### src/rtl/hcg_pkg.sv
package hcg_pkg;
  localparam int PH_W   = 3;
  localparam int CAR_SH = 2;  // carrier offset in fast cycles for select=1

  typedef logic [PH_W-1:0] phase_t;

  typedef struct packed {
    logic dl;
    logic osc;
    logic h1;
    logic h2;
    logic ck1;
    logic ck2;
    logic ck3;
    logic ck4;
    logic car;
    logic sp1;
    logic sp2;
  } hout_t;

  // transfer clock 1 level for a phase: high on the first half of each 4-cycle period
  function automatic logic xfer1_lvl(phase_t p);
    return ~p[1];
  endfunction

  // master clock level: high on even phases
  function automatic logic mclk_lvl(phase_t p);
    return ~p[0];
  endfunction

  // carrier before inversion: high for the four phases following the chosen rising edge
  function automatic logic car_base(phase_t p, logic sel);
    phase_t q;
    q = sel ? p - phase_t'(CAR_SH) : p;
    return ~q[PH_W-1];
  endfunction
endpackage

### src/rtl/hcg_phase_ctr.sv
module hcg_phase_ctr
  import hcg_pkg::*;
(
  input  logic   clk,
  input  logic   rst_n,
  output phase_t ph
);
  phase_t ph_q;

  always_ff @(posedge clk or negedge rst_n) begin
    if (!rst_n) ph_q <= '0;
    else        ph_q <= ph_q + phase_t'(1);
  end

  assign ph = ph_q;
endmodule

### src/rtl/hcg_line_inv.sv
module hcg_line_inv (
  input  logic clk,
  input  logic rst_n,
  input  logic hd_ref,
  input  logic vd_ref,
  output logic hd_rise,
  output logic inv_state
);
  logic hd_q;
  logic inv_q;

  assign hd_rise = hd_ref & ~hd_q;

  always_ff @(posedge clk or negedge rst_n) begin
    if (!rst_n) begin
      hd_q  <= 1'b0;
      inv_q <= 1'b0;
    end else begin
      hd_q <= hd_ref;
      if (vd_ref)       inv_q <= 1'b0;
      else if (hd_rise) inv_q <= ~inv_q;
    end
  end

  assign inv_state = inv_q;
endmodule

### src/rtl/hcg_pulse_fmt.sv
module hcg_pulse_fmt
  import hcg_pkg::*;
(
  input  logic   clk,
  input  logic   rst_n,
  input  phase_t ph,
  input  logic   car_sel,
  input  logic   car_flip,
  output hout_t  hout
);
  phase_t ph_lag;
  logic   x1_now;
  logic   x1_lag;
  logic   car_now;
  hout_t  nxt;
  hout_t  hout_q;

  assign ph_lag  = ph - phase_t'(1);
  assign x1_now  = xfer1_lvl(ph);
  assign x1_lag  = xfer1_lvl(ph_lag);
  assign car_now = car_base(ph, car_sel) ^ car_flip;

  always_comb begin
    nxt.dl  = x1_now;
    nxt.osc = ~mclk_lvl(ph);
    nxt.h1  = x1_now;
    nxt.h2  = ~x1_now;
    nxt.ck1 = x1_now;
    nxt.ck2 = x1_lag;
    nxt.ck3 = ~x1_now;
    nxt.ck4 = ~x1_lag;
    nxt.car = car_now;
    nxt.sp1 = x1_now & car_now;
    nxt.sp2 = x1_now & ~car_now;
  end

  always_ff @(posedge clk or negedge rst_n) begin
    if (!rst_n) hout_q <= '0;
    else        hout_q <= nxt;
  end

  assign hout = hout_q;
endmodule

### src/rtl/hclk_phase_gen.sv
module hclk_phase_gen
  import hcg_pkg::*;
(
  input  logic clk,
  input  logic rst_n,
  input  logic hd_ref,
  input  logic vd_ref,
  input  logic car_sel,
  input  logic car_inv_en,
  output logic dl_clk_o,
  output logic osc_o,
  output logic h1_o,
  output logic h2_o,
  output logic ck1_o,
  output logic ck2_o,
  output logic ck3_o,
  output logic ck4_o,
  output logic car_o,
  output logic sp1_o,
  output logic sp2_o
);
  phase_t ph;
  logic   hd_rise;
  logic   inv_state;
  logic   car_flip;
  hout_t  hout;

  hcg_phase_ctr u_ctr (.clk(clk), .rst_n(rst_n), .ph(ph));

  hcg_line_inv u_inv (
    .clk(clk), .rst_n(rst_n), .hd_ref(hd_ref), .vd_ref(vd_ref),
    .hd_rise(hd_rise), .inv_state(inv_state)
  );

  assign car_flip = car_inv_en & inv_state;

  hcg_pulse_fmt u_fmt (
    .clk(clk), .rst_n(rst_n), .ph(ph), .car_sel(car_sel),
    .car_flip(car_flip), .hout(hout)
  );

  assign dl_clk_o = hout.dl;
  assign osc_o    = hout.osc;
  assign h1_o     = hout.h1;
  assign h2_o     = hout.h2;
  assign ck1_o    = hout.ck1;
  assign ck2_o    = hout.ck2;
  assign ck3_o    = hout.ck3;
  assign ck4_o    = hout.ck4;
  assign car_o    = hout.car;
  assign sp1_o    = hout.sp1;
  assign sp2_o    = hout.sp2;
endmodule

### config.mk
export PLATFORM = sky130hd
export DESIGN_NAME = hclk_phase_gen
export DESIGN_NICKNAME = d
export VERILOG_FILES = /design/src/rtl/hcg_pkg.sv /design/src/rtl/hcg_phase_ctr.sv /design/src/rtl/hcg_line_inv.sv /design/src/rtl/hcg_pulse_fmt.sv /design/src/rtl/hclk_phase_gen.sv
export SDC_FILE = /design/constraint.sdc
export NUM_CORES = 1
export LEC_CHECK = 0
export ABC_AREA = 1
export BUFFER_PORTS_ARGS = -buffer_cell sky130_fd_sc_hd__buf_2
export CAP_MARGIN = 20
export CORE_AREA = 2 2 39 41
export CTS_BUF_LIST = sky130_fd_sc_hd__clkbuf_2
export DETAILED_ROUTE_END_ITERATION = 10
export DIE_AREA = 0 0 41 43
export PLACE_DENSITY = 0.57
export RECOVER_POWER = 25
export SYNTH_ARGS = -nofsm -noshare
export SYNTH_HDL_FRONTEND = slang
export SYNTH_SLANG_ARGS = --single-unit
### constraint.sdc
create_clock -name clk -period 2.4 [get_ports clk]
set_clock_uncertainty 0.1 [all_clocks]
set_input_delay 0.48 -clock clk [delete_from_list [all_inputs] [get_ports clk]]
set_output_delay 0.48 -clock clk [all_outputs]
set_load 0.005 [all_outputs]
# Word-level counts from Yosys, hierarchy flattened
# Cells that the tools add are included.
[word_totals]
register_bits = 13
inputBits = 6
output_inout_bits = 11
word_cells = 29
[classes]
add_sub_neg = 3
muxes = 3
bitwise_logic = 11
reduce_logical = 1
[op_table]
columns = ["operator", "count"]
rows = [
  ["$not 1->1", 6],
  ["$and 1x1->1", 4],
  ["$add 3x1->3 const B", 1],
  ["$mux 3", 1],
  ["$sub 3x2->3 const B", 1],
  ["$mux 1", 2],
  ["$reduce_bool 2->1", 1],
  ["$sub 2x1->2 const B", 1],
  ["$xor 1x1->1", 1],
]

# Depth between registers and ports, before layout
[logic_depth]
word_depth = 6
mapped_depth = 6

# By module
# From an unflattened synthesis, not the netlist that was laid out.
[unflattened]
cells_unflattened = 48
area_unflattened_um2 = 499.2
[by_module_without_submodules]
columns = ["mod", "n_inst", "cells_per_inst", "area_each_um2", "seq_area_each_um2"]
rows = [
  ["hcg_pulse_fmt", 1, 26, 294.0, 200.2],
  ["hcg_phase_ctr", 1, 10, 110.1, 75.1],
  ["hcg_line_inv", 1, 10, 87.6, 50.0],
  ["hclk_phase_gen", 1, 2, 7.5, 0.0],
]

# Worst setup path after synthesis
# Ideal clock, no wire load.
[synth_timing]
kind = "register -> output"
start = "register, netlist name u_fmt.hout[6]"
end = "output dl_clk_o"
arrival_time_ns = 0.515
slack_ns = 1.305
stages_incl_launch_ff = 2
n_path_buf = 1
path_cell_list = "dfrtp_1 -> buf_4"
[synth_lines]
columns = ["item", "line_no", "source"]
rows = [
  ["end: declaration", "hclk_phase_gen.sv:10", "output logic dl_clk_o,"],
]

# Worst setup path after layout
[layout_timing]
start = "register u_fmt.hout_q, in the netlist u_fmt.hout[5]"
end = "output ck2_o"
[layout_lines]
columns = ["item", "line_no", "source"]
rows = [
  ["start: declaration", "hcg_pulse_fmt.sv:16", "hout_t hout_q;"],
  ["start signal: assignment", "hcg_pulse_fmt.sv:39", "else hout_q <= nxt;"],
  ["end: declaration", "hclk_phase_gen.sv:15", "output logic ck2_o,"],
]
# No word-level cell between the ends.

==> out/metrics.cfg <==
[status]
status = finished clean

[power]
powerDensity_nw_per_um2 = 606
switchingPower_uw = 72.3
p_int_uw = 252
power_frac_seq = 0.648
power_frac_comb = 0.067
ir_drop_uv = 241
clkPwrFrac = 0.285
p_leak_uw = 0.000308
switching_share = 0.223

[setup_path]
criticalPathCategory = reg2out
worstSetupEndpointType = output port
path_max_fanout = 7
critPathRequiredTime_ns = 1.82
start_kind = flip-flop
critPathBufInv = 1
crit_slowest_cell = dfrtp_1
crit_family = flip-flops
arrival_ns = 0.86
path_cells = buf_2
slowest_delay_ns = 0.46

[place]
gp_congestion = 0.633
portBuffers = 16
dp_hpwl_um = 462
placedCellCount = 67
dpl_cell_area_um2 = 513

[sta]
max_freq_mhz = 692
timing.final.max_slew_violations = 0
tightest_slew_ns = 0.593
setup_viol = 0
hold_viol = 0
finalCritPeriodShare = 0.602
rsz0062_at_grt = false
maxSlewHeadroom = 0.605
final.min_clock_period_ns = 1.44
setup_tns_ns = 0

[cts]
cts_tree = done
cts.hold.buffers_added = 1
cts_buffer_depth = 2
root_buffer = clkbuf_2
clkSinkCount = 12
path_clk_slew_ns = 0.10
htree_num_levels = 1
cts_inserted_buffers = 3
cts_setup_buffers = 0
cts.repair.resized = 0
clock_latency_ns = 0.25

[drt]
route.vias.total = 293
first_pass_iters = 2
drtIter0Drc = 3
avgViaCountPerCell = 4.13
wire_per_inst_um = 8.34
wl_um = 592
ant_nets = 0
drcViolationCount = 0

[global_routing]
antenna_found_initial = 0
grt-ovfl-total = 0
grt_pass1_vias = 249
grt_pass1_wl_um = 986
grt_use_total = 0.0961
grt_max_degree = 13

[floorplanning]
core_area_um2 = 1380
die_h_um = 43
rows = 14
initial_core_util = 0.315
fp.dieW_um = 41
die-area_um2 = 1760
pin_count = 17

[synthesis]
synth_seq_cells = 12
syn-cell-area_um2 = 435
yosysSeqAreaShare = 0.690
synth_top_area_share = 0.690
syn-num-nets = 45
synth.largest_area_cell = dfrtp_1
ys.warnings.count = 0
synth_area_leaders = dfrtp_1 (69%), inv_1 (6.9%), buf_4 (5.2%), nand2_1 (4.3%), ha_1 (2.9%)
syn_area_per_cell_um2 = 11.5
synth_cell_types = 12
synthCells = 38

[final_layout]
final_cells = 71
nets = 64
layout_common_cells = buf_2 (14), dfrtp_1 (12), inv_1 (8)
final_common_cell = buf_2
antenna_cells = 0
design_area_um2 = 536
syn2layout_area_growth_pct = 23.0
drive_above_1_share = 0.345

[job]
cap_violations = 0

[min_path]
hold_class = in2reg

stage by stage:
stage                     hold WS [ns]  setup slack (ns)  utilization  total power, uW
final                            0.258             0.955        0.387              324
after global routing             0.231             0.851        0.387              346
after CTS                        0.227             0.922        0.389              333
after detailed placement         0.269              1.21        0.371              236
after global placement           0.263              1.24        0.371              235
after floorplan                 0.0844              1.31            -              223
final cells by class:
cell class              instances  area [um2]
clock buffers                   3        15.0
fillers                       155         848
inverters                       8        30.0
multi-input cells              15        82.6
flip-flops and latches         12         300
well taps                      16        20.0
repair buffers                 17        87.6
Yosys cell counts:
library cell  instances
xor2_1                1
buf_4                 3
and3_2                1
dfrtp_1              12
inv_1                 8
nor3_1                1
nand3_1               2
a21oi_1               2
ha_1                  1
nand2_1               5
nor2_2                1
nor2_1                1
power groups by stage:
stage	registers, uW	logic (uW)	clock network (uW)
final	210	21.7	92.5
after global placement	214	21.1	0
after CTS	210	23.1	99.3
after detailed placement	214	21.8	0
after global routing	211	26.2	109
after floorplan	215	7.98	0
per-layer routing:
layer  global-route usage  routed length [um]  part of all wire  vias up
li1                     -                   -                 -      144
met1                0.102                 229              0.39      131
met2                0.116                 279              0.47       14
met3               0.0628                  55             0.093        4
met4                0.100                  26             0.044        0
met5                    0                   0                 0        -
path summary, 6_finish.rpt:
kind	cells after the start	startpoint	slack [ns]	endpoint
max reg2reg	4	u_fmt.hout[5]$_DFF_PN0_	1.32	u_fmt.hout[2]$_DFF_PN0_
max	1	u_fmt.hout[5]$_DFF_PN0_	0.96	ck2_o
min reg2reg	0	u_ctr.ph[0]$_DFF_PN0_	0.32	u_fmt.hout[9]$_DFF_PN0_
min	1	hd_ref	0.26	u_inv.hd_q$_DFF_PN0_
min in group asynchronous	2	rst_n	0.63	u_fmt.hout[1]$_DFF_PN0_
max in group asynchronous	2	rst_n	1.19	u_inv.hd_q$_DFF_PN0_
logic make-up (layout without fill, tap and decap cells):
| group | count (synthesis) | after routing | share of synthesized area |
|---|---|---|---|
| flip-flops | 12 | 12 | 0.690 |
| AND/OR/NAND/NOR | 11 | 11 | 0.118 |
| buffers and inverters | 11 | 28 | 0.121 |
| AO/OA/AOI/OAI | 2 | 2 | 0.0230 |
| adder cells (fa/ha/maj) | 1 | 1 | 0.0287 |
| XOR/XNOR | 1 | 1 | 0.0201 |
registers in the layout, summed over array words and instances (netlist names):
register / count
u_inv.inv_state: 1
u_inv.hd_q: 1
u_fmt.hout: 8
u_ctr.ph: 2
No activity file was read; power rests on OpenSTA's default activity.
